--- src/rtl/irlmask_pkg.sv ---
package irlmask_pkg;

    // Byte offsets of the two mask registers
    localparam int OFS_SET = 0;
    localparam int OFS_CLR = 4;

    typedef enum logic [1:0] {
        SEL_NONE = 2'd0,
        SEL_SET  = 2'd1,
        SEL_CLR  = 2'd2
    } reg_sel_e;

endpackage

--- src/rtl/irlmask_regs.sv ---
module irlmask_regs
    import irlmask_pkg::*;
#(
    parameter int DATA_W = 32,
    parameter int ADDR_W = 4,
    parameter int NGRP   = 2,
    parameter int HALF   = 16
) (
    input  logic                         clk,
    input  logic                         rst_n,
    input  logic [ADDR_W-1:0]            addr,
    input  logic                         we,
    input  logic [DATA_W-1:0]            wdata,
    output logic [DATA_W-1:0]            rdata,
    output logic [NGRP*(HALF-1)-1:0]     mask_flat
);
    localparam int NPAT = HALF - 1;
    localparam int MW   = NGRP * NPAT;

    typedef struct packed {
        logic [MW-1:0] mask;
    } st_t;

    st_t      st_d, st_q;
    reg_sel_e sel;
    logic [MW-1:0]     wr_vec;
    logic [DATA_W-1:0] img;

    always_comb begin
        if (addr == OFS_SET[ADDR_W-1:0])      sel = SEL_SET;
        else if (addr == OFS_CLR[ADDR_W-1:0]) sel = SEL_CLR;
        else                                  sel = SEL_NONE;
    end

    // Map between pattern-indexed storage and the register image
    for (genvar g = 0; g < NGRP; g++) begin : g_grp
        localparam int BASE = (NGRP - 1 - g) * HALF;
        assign img[BASE] = 1'b0;
        for (genvar p = 0; p < NPAT; p++) begin : g_pat
            localparam int B = BASE + HALF - 1 - p;
            assign wr_vec[g*NPAT + p] = wdata[B];
            assign img[B]             = st_q.mask[g*NPAT + p];
        end
    end

    always_comb begin
        st_d = st_q;
        if (we && sel == SEL_SET) st_d.mask = st_d.mask | wr_vec;
        if (we && sel == SEL_CLR) st_d.mask = st_d.mask & ~wr_vec;
    end

    always_ff @(posedge clk) begin
        if (!rst_n) st_q <= '0;
        else        st_q <= st_d;
    end

    assign rdata     = (sel == SEL_SET) ? img : '0;
    assign mask_flat = st_q.mask;

    AST_SET_STICKS: assert property (@(posedge clk) disable iff (!rst_n)
        (we && sel == SEL_SET) |=> ((mask_flat & $past(wr_vec)) == $past(wr_vec)));
    AST_CLR_EMPTIES: assert property (@(posedge clk) disable iff (!rst_n)
        (we && sel == SEL_CLR) |=> ((mask_flat & $past(wr_vec)) == '0));
    AST_OTHER_ADDR_HOLDS: assert property (@(posedge clk) disable iff (!rst_n)
        (!we || sel == SEL_NONE) |=> $stable(mask_flat));

endmodule

--- src/rtl/irlmask_gate.sv ---
module irlmask_gate #(
    parameter int PAT_W = 4
) (
    input  logic [PAT_W-1:0]        pat,
    input  logic                    enc_en,
    input  logic                    upmask,
    input  logic [(2**PAT_W)-2:0]   mask_row,
    output logic                    valid,
    output logic [PAT_W-1:0]        pat_o
);
    localparam int HALF = 2 ** PAT_W;
    localparam logic [PAT_W-1:0] IDLE = '1;

    logic [HALF-1:0] row_ext;
    logic            pat_masked;

    // Idle pattern is treated as permanently masked
    assign row_ext    = {1'b1, mask_row};
    assign pat_masked = row_ext[pat];

    always_comb begin
        valid = enc_en && !upmask && !pat_masked;
        pat_o = valid ? pat : IDLE;
    end

endmodule

--- src/rtl/irlmask_top.sv ---
module irlmask_top
    import irlmask_pkg::*;
#(
    parameter int DATA_W = 32,
    parameter int ADDR_W = 4,
    parameter int PAT_W  = 4
) (
    input  logic                                  clk,
    input  logic                                  rst_n,
    input  logic [ADDR_W-1:0]                     bus_addr,
    input  logic                                  bus_we,
    input  logic [DATA_W-1:0]                     bus_wdata,
    output logic [DATA_W-1:0]                     bus_rdata,
    input  logic [(DATA_W/(2**PAT_W))*PAT_W-1:0]  grp_pat,
    input  logic [(DATA_W/(2**PAT_W))-1:0]        grp_enc_en,
    input  logic [(DATA_W/(2**PAT_W))-1:0]        grp_upmask,
    output logic [(DATA_W/(2**PAT_W))-1:0]        req_valid,
    output logic [(DATA_W/(2**PAT_W))*PAT_W-1:0]  req_pat
);
    localparam int HALF = 2 ** PAT_W;
    localparam int NPAT = HALF - 1;
    localparam int NGRP = DATA_W / HALF;

    logic [NGRP*NPAT-1:0] mask_flat;

    irlmask_regs #(
        .DATA_W (DATA_W),
        .ADDR_W (ADDR_W),
        .NGRP   (NGRP),
        .HALF   (HALF)
    ) u_regs (
        .clk       (clk),
        .rst_n     (rst_n),
        .addr      (bus_addr),
        .we        (bus_we),
        .wdata     (bus_wdata),
        .rdata     (bus_rdata),
        .mask_flat (mask_flat)
    );

    for (genvar g = 0; g < NGRP; g++) begin : g_gate
        logic [HALF-1:0] chk_row;

        irlmask_gate #(.PAT_W(PAT_W)) u_gate (
            .pat      (grp_pat[g*PAT_W +: PAT_W]),
            .enc_en   (grp_enc_en[g]),
            .upmask   (grp_upmask[g]),
            .mask_row (mask_flat[g*NPAT +: NPAT]),
            .valid    (req_valid[g]),
            .pat_o    (req_pat[g*PAT_W +: PAT_W])
        );

        assign chk_row = {1'b0, mask_flat[g*NPAT +: NPAT]};

        AST_NO_IDLE_REQ: assert property (@(posedge clk) disable iff (!rst_n)
            req_valid[g] |-> (grp_pat[g*PAT_W +: PAT_W] != '1));
        AST_GROUP_BLOCKED: assert property (@(posedge clk) disable iff (!rst_n)
            (!grp_enc_en[g] || grp_upmask[g]) |-> !req_valid[g]);
        AST_MASK_HONOURED: assert property (@(posedge clk) disable iff (!rst_n)
            req_valid[g] |-> !chk_row[grp_pat[g*PAT_W +: PAT_W]]);
        AST_PAT_ECHO: assert property (@(posedge clk) disable iff (!rst_n)
            req_valid[g] |-> (req_pat[g*PAT_W +: PAT_W] == grp_pat[g*PAT_W +: PAT_W]));
    end

endmodule

--- config.mk ---
export PLATFORM = sky130hd
export DESIGN_NAME = irlmask_top
export DESIGN_NICKNAME = d
export VERILOG_FILES = /design/src/rtl/irlmask_pkg.sv /design/src/rtl/irlmask_regs.sv /design/src/rtl/irlmask_gate.sv /design/src/rtl/irlmask_top.sv
export SDC_FILE = /design/constraint.sdc
export NUM_CORES = 1
export LEC_CHECK = 0
export BUFFER_PORTS_ARGS = -buffer_cell sky130_fd_sc_hd__buf_2
export CAP_MARGIN = 10
export CORE_MARGIN = 3
export CORE_UTILIZATION = 25
export DETAILED_ROUTE_END_ITERATION = 6
export PLACE_DENSITY_LB_ADDON = 0.2
export RECOVER_POWER = 25
export SKIP_CTS_REPAIR_TIMING = 1
export SYNTH_ARGS = -nofsm -noshare
export SYNTH_HDL_FRONTEND = slang
export SYNTH_SLANG_ARGS = --single-unit
--- constraint.sdc ---
create_clock -name clk -period 1.24 [get_ports clk]
set_clock_uncertainty 0.1 [all_clocks]
set_input_delay 0 -clock clk [delete_from_list [all_inputs] [get_ports clk]]
set_output_delay 0 -clock clk [all_outputs]
set_load 0.01 [all_outputs]
* Yosys cells after proc, flatten, opt, wreduce, memory -nomap -nowiden
Cells that the tools add are included.
** Storage, ports and cells
- Register bits after elaboration :: 30
- Latch bits :: 0
- Memory bits (writable) :: 0
- ROM bits :: 0
- Input port bits :: 51
- Output and inout bits :: 42
- Word-level logic and storage cells :: 31
- Memories kept :: 0
** Operators by class
- $add $sub $neg :: 0
- Multiply operators :: 0
- Div/mod/pow operators :: 0
- Magnitude comparators :: 2
- Equality and inequality tests :: 3
- Shifts and indexed selects :: 0
- Muxes and demuxes :: 11
- Bitwise logic cells :: 3
- Reductions and logical operators :: 11
** Operators by type and width (count)
- 30-bit 2-to-1 mux :: 2
- 32-bit 2-to-1 mux :: 1
- 30-bit AND :: 1
- 30-bit inverter :: 1
- 30-bit bitwise OR :: 1
- 4-bit by 5-bit < comparator with 1-bit output (second input constant) :: 2
- 1-bit binary-select mux with 4-bit select :: 2
- 4-bit 2-to-1 mux :: 2
- 1-bit logical AND :: 6
- 4-bit by 3-bit equality test with 1-bit output (second input constant) :: 1
- 1-bit logical NOT :: 4
- 4-bit logical NOT :: 1
- 2-bit 2-to-1 mux :: 2
- 2-bit by 1-bit equality test with 1-bit output (second input constant) :: 1
- 2-bit equality test (second input constant) :: 1
- 1-bit 2-to-1 mux :: 2

* Depth between registers and ports, before layout
- Depth after elaboration :: 8
- Mapped depth :: 5
- Mapped depth without buffers :: 3

* By module
From an unflattened synthesis, not the netlist that was laid out.
** Second synthesis, totals
- Cell total of the unflattened synthesis :: 199
- Area, all modules :: 1989.4 um^2
** By module, submodules not included
- irlmask_regs :: times used 1, cells an instance 143, area each 1529.0 um^2, seq. area each 600.6 um^2
- irlmask_gate :: times used 2, cells an instance 28, area each 230.2 um^2, seq. area each 0.0 um^2

* Worst setup path before layout
Ideal clock, no wire load.
- Path kind :: reg-to-output
- From :: register with a tool-made name
- To :: output port req_valid[0]
- Arrival time :: 1.231 ns
- Required time :: 1.140 ns
- Setup slack :: -0.091 ns
- Cell stages (with the launch flop) :: 5
- Buffers on the path :: 1
- Cell sequence :: dfxtp_1 mux2i_1 mux4_2 a22o_1 buf_4
** RTL lines
- end: declaration :: RTL line irlmask_top.sv:17 : output logic [(DATA_W/(2**PAT_W))-1:0] req_valid,

==> results_dict.tcl <==
set metrics [dict create \
    synth_warnings 0 \
    yosys-top-cells-count "30 x a211oi_1, 30 x a31oi_1, 30 x and2_1, 30 x dfxtp_1, 12 x clkbuf_1" \
    p_seq_share_pct 41.4 \
    hold_class "input pin to register" \
    core_um2 6870 \
    synth-adder-area-share_pct 0 \
    crit_family "multiplexers" \
    grt-ovfl-total 0 \
    power_w 0.00238 \
    clk_pin_slew_ps 70 \
    violations "setup timing" \
    synth_compound_area_share_pct 29.9 \
    hold_violations 0 \
    final_net_count 394 \
    fin_area_um2 2980 \
    detail_route.wl_per_cell_um 13.7 \
    drc 0 \
    final_util_pct 43.3 \
    synth_edf_count 0 \
    grt_max_degree 35 \
    vias 2055 \
    portBuffers 88 \
    reg2reg_depth 3 \
    path_depth 4 \
    grt.total_usage_pct 13.8 \
    cts-root-buf "clkbuf_8" \
    fillCellCount 711 \
    wl_um 6030 \
    placed_area_um2 2530 \
    synthXorXnorAreaFrac_pct 0 \
    clk_path_buf_depth 2 \
    grt_pass1_vias 1947 \
    holdWs_ps 23.6 \
    period_share_pct 136 \
    chipHeight_um 90.6 \
    rows 30 \
    switching_power_w 0.000588 \
    worstSetupPathType "register to output pin" \
    cts_max_level 2 \
    insertion_delay_ps 280 \
    grt_pass1_wl_um 9380 \
    ys_types 28 \
    async_flop_share_pct 0 \
    switching_share_pct 24.7 \
    drv_slew 0 \
    synth_ff_type "dfxtp_1" \
    die-area_um2 8210 \
    holdPathStages 3 \
    drive_gt1_share_pct 46.2 \
    yosys.area.top_type_share_pct 33.5 \
    cp-start-kind "register" \
    clkSinkCount 30 \
    critical_path.endpoint_type "output pin" \
    synth_cells 200 \
    combPwrFrac_pct 17.7 \
    synth_top_family_by_area "compound AO/OA/AOI/OAI gates" \
    worst_path_largest_cell_delay_ps 540 \
    cts_tree "done" \
    status "complete, but fails checks" \
    path_cells "mux2i_1 > mux4_2 > a22o_1 > buf_2" \
    synth-simple-area-share_pct 18.2 \
    synth_area_leader_cell "dfxtp_1" \
    cp.arrival_ps 1590 \
    grt_antenna_before_repair 0 \
    setup_viol 41 \
    worst-path-max-fanout 5 \
    ff2ff_setup_slack_ps 340 \
    area_growth_syn_to_layout_pct 66.2 \
    routed_via_density 4.67 \
    antenna_cells 0 \
    avgSynthCellArea_um2 8.95 \
    synth_mux_area_share_pct 10.8 \
    synth.area.top_cells "dfxtp_1 34%, a211oi_1 13%, a31oi_1 10%, and2_1 10%, mux2i_1 4.5%" \
    ys_seq_elements 30 \
    cp_num_buf_inv 1 \
    ant_nets 0 \
    drt_pass1_iterations 4 \
    rsz0062_at_grt "true" \
    required_ps 1140 \
    final.setup.worst_slack_ps -449 \
    final.min_clock_period_ps 1690 \
    fp.dieW_um 90.6 \
    slowest_stage "mux4_2" \
    cts_buffers 5 \
    ys_seq_area_share_pct 33.5 \
    clockPowerShare_pct 40.9 \
    max-vdd-ir-drop_uv 616 \
    synth.cell_area_um2 1790 \
    fmax_mhz 592 \
    drt_iter0_markers 75 \
    start_util_pct 26.1 \
    max-cap-violations 0 \
    dp_hpwl_um 4290 \
    top_level_ports 93 \
    power.density_nw_per_um2 798 \
    intPower_w 0.00179 \
    gp_congestion 0.830 \
    leakage_nw 1.32 \
]
cell families (layout without fill, tap and decap cells):
kind of cell	after synthesis	after routing
flops	30	30
simple gates	53	53
other cells	1	2
buf+inv	26	169
compound gates	74	74
mux	16	16
through the flow:
step	setup slack (ps)	std cells	setup TNS, ps
final	-449	440	-6870
after global routing	-514	440	-13790
after CTS	-486	410	-4280
after detailed placement	-173	402	-1990
after global placement	-183	402	-1910
after floorplan	-91.1	201	-240
worst reg2reg max path: cells and delay by family (launching register included):
kind | cells | cell delay (ps)
flops | 1 | 340
compound gates | 2 | 270
buf+inv | 1 | 110
power groups by stage:
| stage | Sequential (W) | Combinational (W) | Clock (W) |
|---|---|---|---|
| finish | 0.000983 | 0.000421 | 0.000972 |
| global route | 0.000984 | 0.000463 | 0.00105 |
| CTS | 0.000983 | 0.000344 | 0.00101 |
| detailed placement | 0.00100 | 0.000343 | 0 |
| global placement | 0.00100 | 0.000342 | 0 |
| floorplan | 0.00100 | 0.000165 | 0 |
final timing paths:
check | from | to
setup reg to reg | register | register
hold reg to reg | register | register
hold / removal | rst_n | register
setup / recovery | register | req_valid[0]
placed cells by master, fill, tap and decap left out, types with 2 or more instances in the layout:
cell / instances
buf_2: 87
buf_4: 36
and2_1: 30
a31oi_1: 30
a211oi_1: 30
dlygate4sd3_1: 30
dfxtp_1: 18
dfxtp_2: 12
mux2i_1: 8
nor3_1: 6
inv_1: 5
mux2_2: 5
clkbuf_8: 5
nor2_1: 4
nand2_1: 3
mux4_2: 2
nand2b_1: 2
nor2b_1: 2
nand3b_1: 2
a221oi_4: 2
or2b_1: 2
o221ai_1: 2
a22o_1: 2
a22oi_1: 2
a32oi_1: 2
a21oi_1: 2
a22oi_2: 2
conb_1: 2
clkinv_2: 2
clkbuf_2: 2
routing by layer:
layer | wire, um | GRT usage [%]
met4 | 77 | 3.83
met1 | 2880 | 18.9
met5 | 0 | 0
met3 | 381 | 4.33
met2 | 2680 | 20.9
cell type report:
class                           instances  area, um2  share of cell area (%)
Sequential cell                        30        616                    20.7
Tap cell                               96        120                    4.04
Clock inverter                          3       40.0                    1.35
Multi-Input combinational cell        145       1090                    36.6
Clock buffer                            5       68.8                    2.31
Timing Repair Buffer                  156       1020                    34.4
Inverter                                5       18.8                   0.631
(Power assumes the default switching activity.)
